===== config.mk =====
export PLATFORM = sky130hd
export DESIGN_NAME = dual_port_pio
export DESIGN_NICKNAME = d
export VERILOG_FILES = /design/src/rtl/pio_pkg.sv /design/src/rtl/pio_portregs.sv /design/src/rtl/pio_handshake.sv /design/src/rtl/dual_port_pio.sv
export SDC_FILE = /design/constraint.sdc
export NUM_CORES = 1
export LEC_CHECK = 0
export BUFFER_PORTS_ARGS = -buffer_cell sky130_fd_sc_hd__buf_2
export CORE_MARGIN = 3
export CORE_UTILIZATION = 56
export DETAILED_ROUTE_END_ITERATION = 6
export GPL_TIMING_DRIVEN = 1
export PLACE_DENSITY = 0.82
export SLEW_MARGIN = 30
export SYNTH_ARGS = -nofsm -noshare
export SYNTH_HDL_FRONTEND = slang
export SYNTH_HIERARCHICAL = 1
export SYNTH_SLANG_ARGS = --single-unit

===== constraint.sdc =====
create_clock -name clk -period 1.94 [get_ports clk]
set_clock_uncertainty 0.1 [all_clocks]
set_input_delay 0.097 -clock clk [delete_from_list [all_inputs] [get_ports clk]]
set_output_delay 0.097 -clock clk [all_outputs]
set_load 0.01 [all_outputs]

===== src/rtl/pio_pkg.sv =====
package pio_pkg;
  localparam int REG_W = 8;
  localparam int CTL_W = 6;
  localparam int NPORT = 2;
  localparam int SEL_W = $clog2(NPORT) + 1;

  // stored control bits, msb first: bit5 .. bit0
  typedef struct packed {
    logic aux_dir;    // 1: aux line is an output
    logic aux_mode;   // input: 1 rising; output: 1 level, 0 strobe
    logic aux_opt;    // input: irq enable; level: value; strobe: fast release
    logic out_sel;    // 1: data address reaches output register
    logic edge_rise;  // 1: rising edge active on edge line
    logic edge_ie;    // edge flag interrupt enable
  } ctl_t;
endpackage


===== src/rtl/pio_portregs.sv =====
module pio_portregs
  import pio_pkg::*;
(
  input  logic             clk,
  input  logic             rst_n,
  input  logic             out_sel,
  input  logic             wr_en,
  input  logic [REG_W-1:0] wdata,
  input  logic [REG_W-1:0] pin_in,
  output logic [REG_W-1:0] rdata,
  output logic [REG_W-1:0] pin_out,
  output logic [REG_W-1:0] pin_oe
);
  logic [REG_W-1:0] dir_q;
  logic [REG_W-1:0] out_q;

  always_ff @(posedge clk or negedge rst_n) begin
    if (!rst_n) begin
      dir_q <= '0;
      out_q <= '0;
    end else if (wr_en) begin
      if (out_sel) out_q <= wdata;
      else         dir_q <= wdata;
    end
  end

  assign pin_out = out_q & dir_q;
  assign pin_oe  = dir_q;
  assign rdata   = out_sel ? ((out_q & dir_q) | (pin_in & ~dir_q)) : dir_q;

  // direction write lands in the enable byte
  a_r3_dir_write: assert property (@(posedge clk) disable iff (!rst_n)
    (wr_en && !out_sel) |=> (pin_oe == $past(wdata)));
  // output write leaves direction untouched
  a_r3_out_keeps_dir: assert property (@(posedge clk) disable iff (!rst_n)
    (wr_en && out_sel) |=> $stable(pin_oe));
  // no pin is driven high unless it is enabled
  a_r5_drive_mask: assert property (@(posedge clk) disable iff (!rst_n)
    ((pin_out & ~pin_oe) == '0));
endmodule


===== src/rtl/pio_handshake.sv =====
module pio_handshake
  import pio_pkg::*;
#(
  parameter bit STROBE_ON_WRITE = 1'b0
)(
  input  logic             clk,
  input  logic             rst_n,
  input  logic             ctl_we,
  input  logic [CTL_W-1:0] ctl_wdata,
  input  logic             data_rd,
  input  logic             data_wr,
  input  logic             edge_in,
  input  logic             aux_in,
  output logic             out_sel,
  output logic [REG_W-1:0] ctl_rdata,
  output logic             aux_out,
  output logic             aux_oe,
  output logic             irq
);
  ctl_t cq;
  logic flag_e, flag_a;
  logic edge_q, aux_q;
  logic aux_drv;
  logic ev_edge, ev_aux, clr, strb_acc, strb_mode;

  assign ev_edge   = (edge_in ^ edge_q) && (edge_in == cq.edge_rise);
  assign ev_aux    = !cq.aux_dir && (aux_in ^ aux_q) && (aux_in == cq.aux_mode);
  assign clr       = data_rd && cq.out_sel;
  assign strb_acc  = (STROBE_ON_WRITE ? data_wr : data_rd) && cq.out_sel;
  assign strb_mode = cq.aux_dir && !cq.aux_mode;

  always_ff @(posedge clk or negedge rst_n) begin
    if (!rst_n) begin
      cq     <= '0;
      edge_q <= 1'b0;
      aux_q  <= 1'b0;
    end else begin
      edge_q <= edge_in;
      aux_q  <= aux_in;
      if (ctl_we) cq <= ctl_t'(ctl_wdata);
    end
  end

  always_ff @(posedge clk or negedge rst_n) begin
    if (!rst_n) begin
      flag_e <= 1'b0;
      flag_a <= 1'b0;
    end else begin
      if (ev_edge)  flag_e <= 1'b1;
      else if (clr) flag_e <= 1'b0;
      if (ev_aux)   flag_a <= 1'b1;
      else if (clr) flag_a <= 1'b0;
    end
  end

  always_ff @(posedge clk or negedge rst_n) begin
    if (!rst_n) begin
      aux_drv <= 1'b0;
    end else if (ctl_we && ctl_wdata[5] && ctl_wdata[4]) begin
      aux_drv <= ctl_wdata[3];
    end else if (strb_mode && strb_acc) begin
      aux_drv <= 1'b0;
    end else if (strb_mode && !aux_drv && (cq.aux_opt || ev_edge)) begin
      aux_drv <= 1'b1;
    end
  end

  assign out_sel   = cq.out_sel;
  assign aux_out   = aux_drv;
  assign aux_oe    = cq.aux_dir;
  assign ctl_rdata = {flag_e, flag_a & !cq.aux_dir, cq};
  assign irq       = (flag_e && cq.edge_ie) || (flag_a && !cq.aux_dir && cq.aux_opt);

  // an active edge always latches its flag
  a_r7_flag_set: assert property (@(posedge clk) disable iff (!rst_n)
    ev_edge |=> flag_e);
  // an active aux edge latches its flag
  a_r8_flag_set: assert property (@(posedge clk) disable iff (!rst_n)
    ev_aux |=> flag_a);
  // a clearing read with no new edge empties the flag
  a_r9_clear: assert property (@(posedge clk) disable iff (!rst_n)
    (clr && !ev_edge) |=> !flag_e);
  // the control write stores the low six bits
  a_r6_ctl_store: assert property (@(posedge clk) disable iff (!rst_n)
    ctl_we |=> (CTL_W'(cq) == $past(ctl_wdata)));
  // a triggering access pulls the strobe low
  a_r11_strobe_low: assert property (@(posedge clk) disable iff (!rst_n)
    (strb_mode && strb_acc && !ctl_we) |=> !aux_out);
endmodule


===== src/rtl/dual_port_pio.sv =====
module dual_port_pio
  import pio_pkg::*;
(
  input  logic             clk,
  input  logic             rst_n,
  input  logic             bus_cs,
  input  logic             bus_rd,
  input  logic             bus_wr,
  input  logic [SEL_W-1:0] bus_sel,
  input  logic [REG_W-1:0] bus_wdata,
  output logic [REG_W-1:0] bus_rdata,
  input  logic [REG_W-1:0] porta_in,
  output logic [REG_W-1:0] porta_out,
  output logic [REG_W-1:0] porta_oe,
  input  logic [REG_W-1:0] portb_in,
  output logic [REG_W-1:0] portb_out,
  output logic [REG_W-1:0] portb_oe,
  input  logic             a_edge_in,
  input  logic             a_aux_in,
  output logic             a_aux_out,
  output logic             a_aux_oe,
  input  logic             b_edge_in,
  input  logic             b_aux_in,
  output logic             b_aux_out,
  output logic             b_aux_oe,
  output logic             irq_a,
  output logic             irq_b
);
  logic [REG_W-1:0] pin_in  [NPORT];
  logic [REG_W-1:0] pin_out [NPORT];
  logic [REG_W-1:0] pin_oe  [NPORT];
  logic [REG_W-1:0] dat_rd  [NPORT];
  logic [REG_W-1:0] ctl_rd  [NPORT];
  logic [NPORT-1:0] edge_v, aux_in_v, aux_out_v, aux_oe_v, irq_v;

  assign pin_in[0] = porta_in;
  assign pin_in[1] = portb_in;
  assign edge_v    = {b_edge_in, a_edge_in};
  assign aux_in_v  = {b_aux_in, a_aux_in};

  for (genvar p = 0; p < NPORT; p++) begin : g_port
    logic hit, data_hit, ctl_hit, sel_q;
    assign hit      = bus_cs && (bus_sel[SEL_W-1:1] == (SEL_W-1)'(p));
    assign data_hit = hit && !bus_sel[0];
    assign ctl_hit  = hit && bus_sel[0];

    pio_handshake #(.STROBE_ON_WRITE(p == 1)) u_hs (
      .clk       (clk),
      .rst_n     (rst_n),
      .ctl_we    (ctl_hit && bus_wr),
      .ctl_wdata (bus_wdata[CTL_W-1:0]),
      .data_rd   (data_hit && bus_rd),
      .data_wr   (data_hit && bus_wr),
      .edge_in   (edge_v[p]),
      .aux_in    (aux_in_v[p]),
      .out_sel   (sel_q),
      .ctl_rdata (ctl_rd[p]),
      .aux_out   (aux_out_v[p]),
      .aux_oe    (aux_oe_v[p]),
      .irq       (irq_v[p])
    );

    pio_portregs u_regs (
      .clk     (clk),
      .rst_n   (rst_n),
      .out_sel (sel_q),
      .wr_en   (data_hit && bus_wr),
      .wdata   (bus_wdata),
      .pin_in  (pin_in[p]),
      .rdata   (dat_rd[p]),
      .pin_out (pin_out[p]),
      .pin_oe  (pin_oe[p])
    );
  end

  always_comb begin
    bus_rdata = '0;
    if (bus_cs && bus_rd)
      bus_rdata = bus_sel[0] ? ctl_rd[bus_sel[SEL_W-1:1]] : dat_rd[bus_sel[SEL_W-1:1]];
  end

  assign porta_out = pin_out[0];
  assign porta_oe  = pin_oe[0];
  assign portb_out = pin_out[1];
  assign portb_oe  = pin_oe[1];
  assign a_aux_out = aux_out_v[0];
  assign a_aux_oe  = aux_oe_v[0];
  assign b_aux_out = aux_out_v[1];
  assign b_aux_oe  = aux_oe_v[1];
  assign irq_a     = irq_v[0];
  assign irq_b     = irq_v[1];

  // an idle bus returns zero
  a_r2_idle_zero: assert property (@(posedge clk) disable iff (!rst_n)
    !(bus_cs && bus_rd) |-> (bus_rdata == '0));
endmodule


==> flow_summary.yaml <==
synthesis:
  syn-cell-area_um2: 2920
  yosysUniqueCellTypes: 31
  yosys_warnings: 6
  synth_edf_count: 0
  syn_area_per_cell_um2: 11.6
  netlist.top_cell.by_area: "dfrtp_1"
  seq_area_frac_synth: 0.463
  synth_most_common_cell: "dfrtp_1"
  synth_top_area_share: 0.463
  yosys_most_used_dff: "dfrtp_1"
  syn_nets: 287
  yosys-top-cells-area: "dfrtp_1 46%, mux2_2 11%, mux2_4 8.2%"
  syn_inst: 252
  synthTopCellsByCount: "54 x dfrtp_1, 28 x mux2_2, 18 x a21oi_1, 18 x inv_1, 17 x mux2i_1"
  ys_ff_latch: 54
  async_reset_ff_frac: 1.00
clock_tree:
  clock_path_buffers: 2
  tritoncts: "done"
  clk_pin_slew_ns: 0.09
  htreeDepth: 2
  cts_sinks: 54
  cts-root-buf: "clkbuf_8"
  cts_buffers: 5
  worstSkewPairLatency_ns: 0.30
floorplan:
  chipWidth_um: 78.2
  dieArea_um2: 6120
  fp.dieH_um: 78.2
  start_util: 0.599
  io-pin-count: 81
  fp-row-count: 25
  coreArea_um2: 4880
timing:
  rsz0062_at_grt: "yes"
  fin_crit_ns: 1.86
  fmax_mhz: 537
  finalSetupViolations: 0
  finalMaxSlewViolations: 0
  finalCritPeriodShare: 0.960
  worst_slack_ns: 0.0774
  max_slew_margin: 0.622
  setup-tns-final_ns: 0
  tightest_slew_ns: 0.567
  hold_viol: 0
routing:
  num_vias: 2366
  ant_nets: 0
  drt_first_pass_iters: 4
  viasPerCell: 5.73
  drc: 0
  wl_um: 7660
  post_drt_wl_per_cell_um: 18.6
  initialDrtViolationCount: 172
global_routing:
  grt_max_degree: 33
  grt_pass1_vias: 2378
  grt_pass1_wl_um: 11900
  grt-ovfl-total: 0
  grt_antenna_before_repair: 0
  gr-usage-all-layers: 0.253
worst_setup_path:
  crit_buf_inv: 2
  reg2regPathDepth: 4
  r2r_start: "g_port[0].u_hs/out_sel"
  worstReg2RegEnd: "g_port[0].u_regs/pin_oe[6]"
  slowest_stage: "dfrtp_2"
  crit_path_end_kind: "output pin"
  cpPeakStageDelay_ns: 0.45
  worstPathMaxFanout: 6
  crit_type: "reg2out"
  crit_path_cell_trace: "buf_4 > a21oi_1 > a31oi_1 > mux2i_1 > o22ai_2 > buf_2"
  crit_arrival_ns: 1.67
  critical_path.top_delay_family: "flip-flops"
  start_kind: "flop"
  r2r_slack_ns: 0.33
  worstPathRequired_ns: 1.74
layout:
  final_cells: 413
  nNetsFinal: 380
  area_delta_synth_final_pct: 23.0
  num-fill-cells: 358
  drive_gt1_frac: 0.462
  antenna_cells: 0
power_and_ir_drop:
  power.total_mw: 3.97
  peakVddDrop_mv: 0.570
  p_leak_nw: 1.79
  powerDensity_nw_per_um2: 1100
place:
  portBuffers: 80
  place_inst: 394
  gp_congestion: 0.823
  pre_cts_ws_ns: 0.157
  dp_hpwl_um: 5250
hold_path:
  hold_depth: 3
  min_path_type: "in2reg"
  min_to: "g_port[0].u_hs/aux_out"
  hold_start: "bus_wdata[3]"
run:
  drv_cap: 0
status:
  outcome: "completed"
==> stage by stage <==
step / util / hold WS, ns / area [um2]
2_1_floorplan: - / -0.299 / 2920
3_3_place_gp: 0.691 / 0.00791 / 3370
3_5_place_dp: 0.691 / 0.0165 / 3370
4_1_cts: 0.729 / 0.00640 / 3560
5_1_grt: 0.736 / 0.0247 / 3590
6_report: 0.736 / 0.0138 / 3590
==> placed cells by master (no fill, tap or decap), types with 4 or more instances in the layout <==
master,n
a21oi_1,18
a31oi_1,16
and2_1,16
and3b_1,4
buf_2,81
buf_4,13
clkbuf_8,8
dfrtp_1,52
dlygate4sd3_1,7
inv_1,18
mux2_2,28
mux2_4,16
mux2i_1,17
nand2_1,6
nor2_1,8
nor2b_1,4
o22ai_1,8
==> where the power goes <==
| group | leakage [nW] | switching [mW] | internal (mW) | total (mW) |
|---|---|---|---|---|
| registers | 0.643 | 0.358 | 1.44 | 1.80 |
| logic | 1.09 | 0.673 | 0.775 | 1.45 |
| clock network | 0.0575 | 0.356 | 0.361 | 0.717 |
==> tightest hold or removal path: stages <==
cell and delay (ns):
buf_2 0.15, nand2_1 0.07, o31ai_1 0.06
==> kinds of logic after synthesis <==
group,Yosys count,synth area share
simple gates,50,0.105
compound gates,53,0.117
mux,61,0.248
buf+inv,34,0.0668
flops,54,0.463
==> state kept, by name, indices dropped and copies added, names as in the netlist <==
name,count
g_port.u_hs/flag_a,2
g_port.u_hs/ctl_rdata,8
g_port.u_regs/out_q,16
g_port.u_hs/out_sel,2
g_port.u_regs/pin_oe,16
g_port.u_hs/aux_q,2
g_port.u_hs/aux_oe,2
g_port.u_hs/aux_out,2
g_port.u_hs/edge_q,2
g_port.u_hs/flag_e,2
==> worst max path at each step <==
| stage | slack [ns] | cells after the start | from | endpoint |
|---|---|---|---|---|
| floorplan | 0.46 | 6 | bus_sel[1] | g_port[1].u_regs/pin_oe[0] |
| global placement | 0.28 | 5 | g_port[0].u_hs/out_sel | bus_rdata[5] |
| detailed placement | 0.16 | 5 | g_port[0].u_hs/out_sel | bus_rdata[1] |
| CTS | 0.05 | 5 | g_port[0].u_hs/out_sel | bus_rdata[1] |
| global route | -0.01 | 6 | g_port[1].u_hs/out_sel | bus_rdata[5] |
| finish | 0.08 | 6 | g_port[1].u_hs/out_sel | bus_rdata[5] |
==> timing repair <==
item / CTS / global route
setup endpoints to repair: 8 / 4
setup buffers: 0 / 4
resized for setup: 2 / 2
hold endpoints to repair: 34 / 0
hold buffers: 7 / 0
==> final cells by class <==
cell class                      instances  area, um2  area share
Multi-Input combinational cell        164       1380       0.385
Timing Repair Buffer                  102        593       0.165
Clock buffer                            8        110      0.0307
Sequential cell                        54       1360       0.378
Tap cell                               67       83.8      0.0233
Inverter                               18       67.6      0.0188
==> layer usage <==
metal / vias up / GRT usage / part of all wire
li1: 1083 / - / -
met1: 1160 / 0.333 / 0.41
met2: 109 / 0.423 / 0.49
met3: 14 / 0.0413 / 0.073
met4: 0 / 0.0944 / 0.025
met5: - / 0 / 0
(Power assumes the default switching activity.)
